**src/rtl/hpd_pkg.sv**
```systemverilog
package hpd_pkg;
  localparam int unsigned ADDR_W   = 8;
  localparam int unsigned DATA_W   = 8;
  localparam int unsigned N_OUTS   = 3;
  localparam logic [ADDR_W-1:0] SENSE_ADDR = 8'h20;
  localparam logic [ADDR_W-1:0] CTRL_ADDR  = 8'h1E;
  // sense register bit positions
  localparam int unsigned B_SENSE  = 0;
  localparam int unsigned B_STAT_LO = 1;
  localparam int unsigned B_LEVEL  = 5;
  localparam int unsigned B_IEN    = 7;
  // control register bit positions
  localparam int unsigned B_CLR    = 0;
  localparam int unsigned B_DRV    = 1;
endpackage

```
**src/rtl/hpd_sync_edge.sv**
```systemverilog
module hpd_sync_edge #(
  parameter int unsigned STAGES = 2
) (
  input  logic clk,
  input  logic rst_n,
  input  logic async_in,
  output logic level,
  output logic change
);
  logic [STAGES-1:0] chain_q;
  logic [STAGES-1:0] chain_d;
  logic              prev_q;

  always_comb begin
    chain_d = {chain_q[STAGES-2:0], async_in};
  end

  always_ff @(posedge clk or negedge rst_n) begin
    if (!rst_n) begin
      chain_q <= '0;
      prev_q  <= 1'b0;
    end else begin
      chain_q <= chain_d;
      prev_q  <= chain_q[STAGES-1];
    end
  end

  assign level  = chain_q[STAGES-1];
  assign change = chain_q[STAGES-1] ^ prev_q;
endmodule

```
**src/rtl/sense_capture.sv**
```systemverilog
module sense_capture #(
  parameter int unsigned N_OUTS = 3
) (
  input  logic              clk,
  input  logic              rst_n,
  input  logic              wr_en,
  input  logic              wr_sense,
  input  logic [N_OUTS-1:0] cmp,
  output logic              sense,
  output logic [N_OUTS-1:0] status
);
  logic              sense_q, sense_d;
  logic [N_OUTS-1:0] status_q, status_d;
  logic              done_q, done_d;
  logic              capture;

  always_comb begin
    capture  = wr_en && sense_q && !wr_sense;
    sense_d  = wr_en ? wr_sense : sense_q;
    status_d = capture ? cmp : status_q;
    done_d   = done_q || capture;
  end

  always_ff @(posedge clk or negedge rst_n) begin
    if (!rst_n) begin
      sense_q  <= 1'b0;
      status_q <= '0;
      done_q   <= 1'b0;
    end else begin
      sense_q  <= sense_d;
      status_q <= status_d;
      done_q   <= done_d;
    end
  end

  assign sense  = sense_q;
  assign status = done_q ? status_q : '0;
endmodule

```
**src/rtl/hpd_irq_latch.sv**
```systemverilog
module hpd_irq_latch (
  input  logic clk,
  input  logic rst_n,
  input  logic change,
  input  logic dig_sel,
  input  logic ctl_wr,
  input  logic wr_clr,
  input  logic wr_drv,
  output logic clr_req,
  output logic drv_en,
  output logic pending
);
  logic clr_q, clr_d;
  logic drv_q, drv_d;
  logic pend_q, pend_d;
  logic release_pulse;

  always_comb begin
    release_pulse = ctl_wr && clr_q && !wr_clr;
    clr_d  = ctl_wr ? wr_clr : clr_q;
    drv_d  = ctl_wr ? wr_drv : drv_q;
    pend_d = pend_q;
    if (release_pulse) begin
      pend_d = 1'b0;
    end else if (change && dig_sel && !clr_q) begin
      pend_d = 1'b1;
    end
  end

  always_ff @(posedge clk or negedge rst_n) begin
    if (!rst_n) begin
      clr_q  <= 1'b0;
      drv_q  <= 1'b0;
      pend_q <= 1'b0;
    end else begin
      clr_q  <= clr_d;
      drv_q  <= drv_d;
      pend_q <= pend_d;
    end
  end

  assign clr_req = clr_q;
  assign drv_en  = drv_q;
  assign pending = pend_q;
endmodule

```
**src/rtl/hpd_sense_ctrl.sv**
```systemverilog
module hpd_sense_ctrl
  import hpd_pkg::*;
#(
  parameter int unsigned SYNC_STAGES = 2
) (
  input  logic              clk,
  input  logic              rst_n,
  input  logic              reg_we,
  input  logic [ADDR_W-1:0] reg_addr,
  input  logic [DATA_W-1:0] reg_wdata,
  output logic [DATA_W-1:0] reg_rdata,
  input  logic [N_OUTS-1:0] dac_cmp,
  output logic              dac_hold,
  input  logic              hpd_in,
  input  logic              dig_out_sel,
  output logic              irq_pull_low
);
  logic              sel_sense, sel_ctrl;
  logic              wr_sense, wr_ctrl;
  logic              hpd_level, hpd_change;
  logic              sense_bit;
  logic [N_OUTS-1:0] status_bits;
  logic              ien_q, ien_d;
  logic              clr_req, drv_en, pending;

  always_comb begin
    sel_sense = (reg_addr == SENSE_ADDR);
    sel_ctrl  = (reg_addr == CTRL_ADDR);
    wr_sense  = reg_we && sel_sense;
    wr_ctrl   = reg_we && sel_ctrl;
    ien_d     = wr_sense ? reg_wdata[B_IEN] : ien_q;
  end

  always_ff @(posedge clk or negedge rst_n) begin
    if (!rst_n) ien_q <= 1'b0;
    else        ien_q <= ien_d;
  end

  hpd_sync_edge #(.STAGES(SYNC_STAGES)) u_sync (
    .clk(clk), .rst_n(rst_n), .async_in(hpd_in),
    .level(hpd_level), .change(hpd_change)
  );

  sense_capture #(.N_OUTS(N_OUTS)) u_sense (
    .clk(clk), .rst_n(rst_n), .wr_en(wr_sense),
    .wr_sense(reg_wdata[B_SENSE]), .cmp(dac_cmp),
    .sense(sense_bit), .status(status_bits)
  );

  hpd_irq_latch u_irq (
    .clk(clk), .rst_n(rst_n), .change(hpd_change), .dig_sel(dig_out_sel),
    .ctl_wr(wr_ctrl), .wr_clr(reg_wdata[B_CLR]), .wr_drv(reg_wdata[B_DRV]),
    .clr_req(clr_req), .drv_en(drv_en), .pending(pending)
  );

  always_comb begin
    reg_rdata = '0;
    if (sel_sense) begin
      reg_rdata[B_SENSE]                      = sense_bit;
      reg_rdata[B_STAT_LO +: N_OUTS]          = status_bits;
      reg_rdata[B_LEVEL]                      = hpd_level;
      reg_rdata[B_IEN]                        = ien_q;
    end else if (sel_ctrl) begin
      reg_rdata[B_CLR] = clr_req;
      reg_rdata[B_DRV] = drv_en;
    end
  end

  assign dac_hold     = sense_bit;
  assign irq_pull_low = pending && ien_q && drv_en;
endmodule

```
**config.mk**
```make
export PLATFORM = sky130hd
export DESIGN_NAME = hpd_sense_ctrl
export DESIGN_NICKNAME = d
export VERILOG_FILES = /design/src/rtl/hpd_pkg.sv /design/src/rtl/hpd_sync_edge.sv /design/src/rtl/sense_capture.sv /design/src/rtl/hpd_irq_latch.sv /design/src/rtl/hpd_sense_ctrl.sv
export SDC_FILE = /design/constraint.sdc
export NUM_CORES = 1
export LEC_CHECK = 0
export ABC_AREA = 1
export ABC_CLOCK_PERIOD_IN_PS = 2100
export BUFFER_PORTS_ARGS = -buffer_cell sky130_fd_sc_hd__buf_2
export CORE_UTILIZATION = 46
export DETAILED_ROUTE_END_ITERATION = 12
export HOLD_SLACK_MARGIN = 0.1
export PLACE_DENSITY_LB_ADDON = 0.15
export SYNTH_ARGS = -nofsm -noshare
export SYNTH_HDL_FRONTEND = slang
export SYNTH_SLANG_ARGS = --single-unit
```
**constraint.sdc**
```tcl
create_clock -name clk -period 2.1 [get_ports clk]
set_clock_uncertainty 0.15 [all_clocks]
set_input_delay 0.21 -clock clk [delete_from_list [all_inputs] [get_ports clk]]
set_output_delay 0.21 -clock clk [all_outputs]
set_load 0.1 [all_outputs]
```
==> impl_results.rst <==
.. list-table::
   :header-rows: 1

   * - Metric
     - Value
   * - Fill cell instance count of the final layout
     - about 120
   * - Busiest grt layer
     - met2
   * - Initial core utilization
     - 50.6%
   * - First-pass GRT wire length
     - around 2.3 mm
   * - Min-delay worst type
     - primary input to register
   * - Die X-Extent
     - 40.1 um
   * - Worst Setup Path Type
     - primary input to output port
   * - Final hold slack
     - between 100 and 150 ps
   * - GR Util met3
     - 6.67%
   * - Clock Sink Count
     - 12
   * - Hold Fails Final Rpt
     - 0
   * - CORE AREA
     - 1320 um^2
   * - Maximum vdd ir drop
     - between 0.4 and 0.5 mV
   * - DRC violation total after the first TritonRoute iteration
     - 10
   * - Placed Instances
     - between 100 and 150
   * - Cell Rows
     - 13
   * - Max frequency
     - 0.569 GHz
   * - Share of the cycle needed by the critical path after routing
     - 83.6%
   * - Finished Layout Cells
     - 140
   * - Number of antenna cells inserted
     - 0
   * - TritonCTS buffer count
     - 3
   * - Power density over cell area
     - 542 nW/um^2
   * - Die Footprint
     - about 1600 um^2
   * - GRT Overall Usage
     - a little over a fifth
   * - Global-route congestion overflow total
     - 0
   * - Count of maximum capacitance violations
     - 0
   * - Total iterations of the first detailed-routing run
     - 4
   * - Wire length per cell after detailed routing
     - around 10 um
   * - Outcome
     - complete, no violations
   * - Net count reported at finish
     - 150
   * - Fraction of final layout cells sized beyond drive strength 1
     - 34.4%
   * - Synthesis-to-finish area growth
     - 40.0%
   * - RSZ-0062 raised after global routing
     - no
   * - Maximum number of pins on one net before global-route repair
     - 13
   * - Arrival time at the worst endpoint
     - approximately 1400 ps
   * - Top-level I/O count
     - 34
   * - Y dimension of the die
     - 40.1 um
   * - GR Util met2
     - 36.3%
   * - Number of max-slew violations in the final report
     - 0
   * - Endpoints failing setup
     - 0
   * - Reg area
     - 300 um^2
   * - Placed wire-length estimate after detailed placement
     - 999 um
   * - Total power after layout
     - 0.506 mW
   * - Total detailed-routing wirelength
     - approximately 1.4 mm
   * - Critical-path maximum fanout
     - 3
   * - Post-cts gate resize count
     - 0
   * - Max clock buf depth
     - 2
   * - Launching element type of the critical path
     - primary input
   * - Clock tree from TritonCTS
     - done
   * - Final critical path time including I/O delays and setup
     - approximately 1800 ps
   * - Leakage power total
     - 0.528 nW
   * - CP Data Required Time
     - between 1500 and 2000 ps
   * - Worst slack, placed
     - ~350 ps
   * - Number of port buffers
     - 26
   * - H-tree level count
     - 1
   * - Antenna violations before repair
     - 0
   * - Portion of the post-synthesis area used by sequential elements
     - 45.0%
   * - Post-synthesis average cell area
     - roughly 7.6 um^2
   * - Clock-pin slew of the registers on the worst-case setup and hold paths
     - roughly 70 ps
   * - Synth warn
     - 0
   * - Area used by multi-input combinational logic
     - around 320 um^2
   * - Vias per Instance
     - between 4 and 5
   * - Count of different cell masters after synthesis
     - 17
   * - Antenna-violating nets left
     - 0
   * - Post-route setup slack
     - between 300 and 400 ps
   * - Vias in the first global route
     - 561
   * - Met1 layer usage reported by global route
     - 26.6%
   * - Total of flip-flops plus latches after synthesis
     - 12
   * - Clock latency at the later pin of the worst-skew pair
     - about 260 ps
   * - RD Place Congestion
     - 0.785
   * - Post-CTS Repair Setup Buffers
     - 0
   * - Remaining design rule violation count
     - 0
   * - Synth Instances
     - roughly 90
   * - Via Count
     - 658
   * - Cell area after synthesis
     - ~670 um^2
   * - Kind of capture point of the worst setup path
     - output port
   * - Cell at the root of the clock tree
     - sky130_fd_sc_hd__clkbuf_4
   * - TNS Setup
     - 0 ps
## sequential cells by signal, summed over array words and instances, names as in the netlist
name              cells
u_irq.drv_en          1
u_sync.chain_q        2
u_irq.clr_req         1
u_sense.status_q      3
ien_q                 1
u_sync.prev_q         1
u_sense.done_q        1
u_sense.sense         1
u_irq.pending         1
## worst paths after layout
path / endpoint / slack, ps / cells past startpoint / from
worst max-delay path: reg_rdata[0] / 340 / 6 / reg_addr[4]
worst min-delay path: u_sense.sense / 110 / 3 / reg_we
worst max register to register: u_irq.pending / 930 / 5 / u_sync.chain_q[1]
worst min register to register: u_sync.chain_q[1] / 200 / 0 / u_sync.chain_q[0]
max in group asynchronous: u_sync.prev_q / 1390 / 2 / rst_n
min in group asynchronous: u_sense.status_q[2] / 190 / 2 / rst_n
## placed cells by master, fill, tap and decap left out
| cell type | count |
|---|---|
| sky130_fd_sc_hd__dfrtp_1 | 12 |
| sky130_fd_sc_hd__nand2_1 | 28 |
| sky130_fd_sc_hd__nor3_1 | 2 |
| sky130_fd_sc_hd__clkbuf_8 | 1 |
| sky130_fd_sc_hd__inv_2 | 3 |
| sky130_fd_sc_hd__conb_1 | 2 |
| sky130_fd_sc_hd__nor3_2 | 1 |
| sky130_fd_sc_hd__nand4_1 | 5 |
| sky130_fd_sc_hd__dlygate4sd3_1 | 8 |
| sky130_fd_sc_hd__nand3_1 | 6 |
| sky130_fd_sc_hd__clkbuf_4 | 3 |
| sky130_fd_sc_hd__inv_1 | 10 |
| sky130_fd_sc_hd__nor2_1 | 9 |
| sky130_fd_sc_hd__nor2_4 | 1 |
| sky130_fd_sc_hd__nor2_8 | 1 |
| sky130_fd_sc_hd__nand2_2 | 2 |
| sky130_fd_sc_hd__nor2_2 | 1 |
| sky130_fd_sc_hd__or2_2 | 1 |
| sky130_fd_sc_hd__o21ai_2 | 2 |
| sky130_fd_sc_hd__nand3_4 | 1 |
| sky130_fd_sc_hd__buf_2 | 26 |
## worst max-delay path: stages
cell and delay (ps):
sky130_fd_sc_hd__buf_2 90, sky130_fd_sc_hd__inv_1 50, sky130_fd_sc_hd__nor3_1 290, sky130_fd_sc_hd__nand2_1 170, sky130_fd_sc_hd__o21ai_2 150, sky130_fd_sc_hd__buf_2 440
## metal layers
| metal | part of all wire, % | up-vias |
|---|---|---|
| met2 | 47 | 21 |
| met5 | 0 | - |
| li1 | - | 346 |
| met4 | 0 | 0 |
| met1 | 48 | 291 |
| met3 | 5.1 | 0 |
## cell families (layout without fill, tap and decap cells)
logic type	count (synthesis)	after routing	synth area share, %
other	1	2	0.562
buffers and inverters	15	51	9.57
and+or+nand+nor	58	58	43.3
AOI/OAI and AO/OA	2	2	1.50
DFF	12	12	45.0
## power breakdown
part           switching, mW  total, mW  internal [mW]
clock                 0.0726      0.178          0.105
combinational         0.0546     0.0850         0.0304
sequential           0.00543      0.243          0.237
total                  0.133      0.506          0.373
## per-stage QoR
| step | area, um^2 | utilization (%) |
|---|---|---|
| 2_1_floorplan | 683 | - |
| 3_3_place_gp | 817 | 62.0 |
| 3_5_place_dp | 817 | 62.0 |
| 4_1_cts | 933 | 70.8 |
| 5_1_grt | 933 | 70.8 |
| 6_report | 933 | 70.8 |
## synth_stat cells
master	number	area, um^2
sky130_fd_sc_hd__nand3_4	1	17.5
sky130_fd_sc_hd__nor3_1	3	15.0
sky130_fd_sc_hd__conb_1	1	3.75
sky130_fd_sc_hd__or2_2	1	6.26
sky130_fd_sc_hd__buf_4	2	15.0
sky130_fd_sc_hd__nand2_1	28	105
sky130_fd_sc_hd__nand4_1	5	31.3
sky130_fd_sc_hd__dfrtp_1	12	300
sky130_fd_sc_hd__nor2_2	1	6.26
sky130_fd_sc_hd__nor2_1	9	33.8
sky130_fd_sc_hd__inv_1	10	37.5
sky130_fd_sc_hd__nand2_2	2	12.5
sky130_fd_sc_hd__inv_2	3	11.3
sky130_fd_sc_hd__nand3_1	6	30.0
sky130_fd_sc_hd__o21ai_1	2	10.0
sky130_fd_sc_hd__nor2_8	1	20.0
sky130_fd_sc_hd__nor2_4	1	11.3
## cell type report
class / count / share of cell area (%)
sequential: 12 / 32.2
timing repair buffer: 34 / 22.5
multi-input combinational: 62 / 34.2
inverter: 13 / 5.23
tap: 15 / 2.01
clock buffer: 4 / 3.89
## repair_timing
action / 4_1_cts / 5_1_grt
endpoints found under the hold margin: 19 / 0
hold buffers: 8 / 0
setup endpoints to repair: 0 / 0
(Power assumes the default switching activity.)
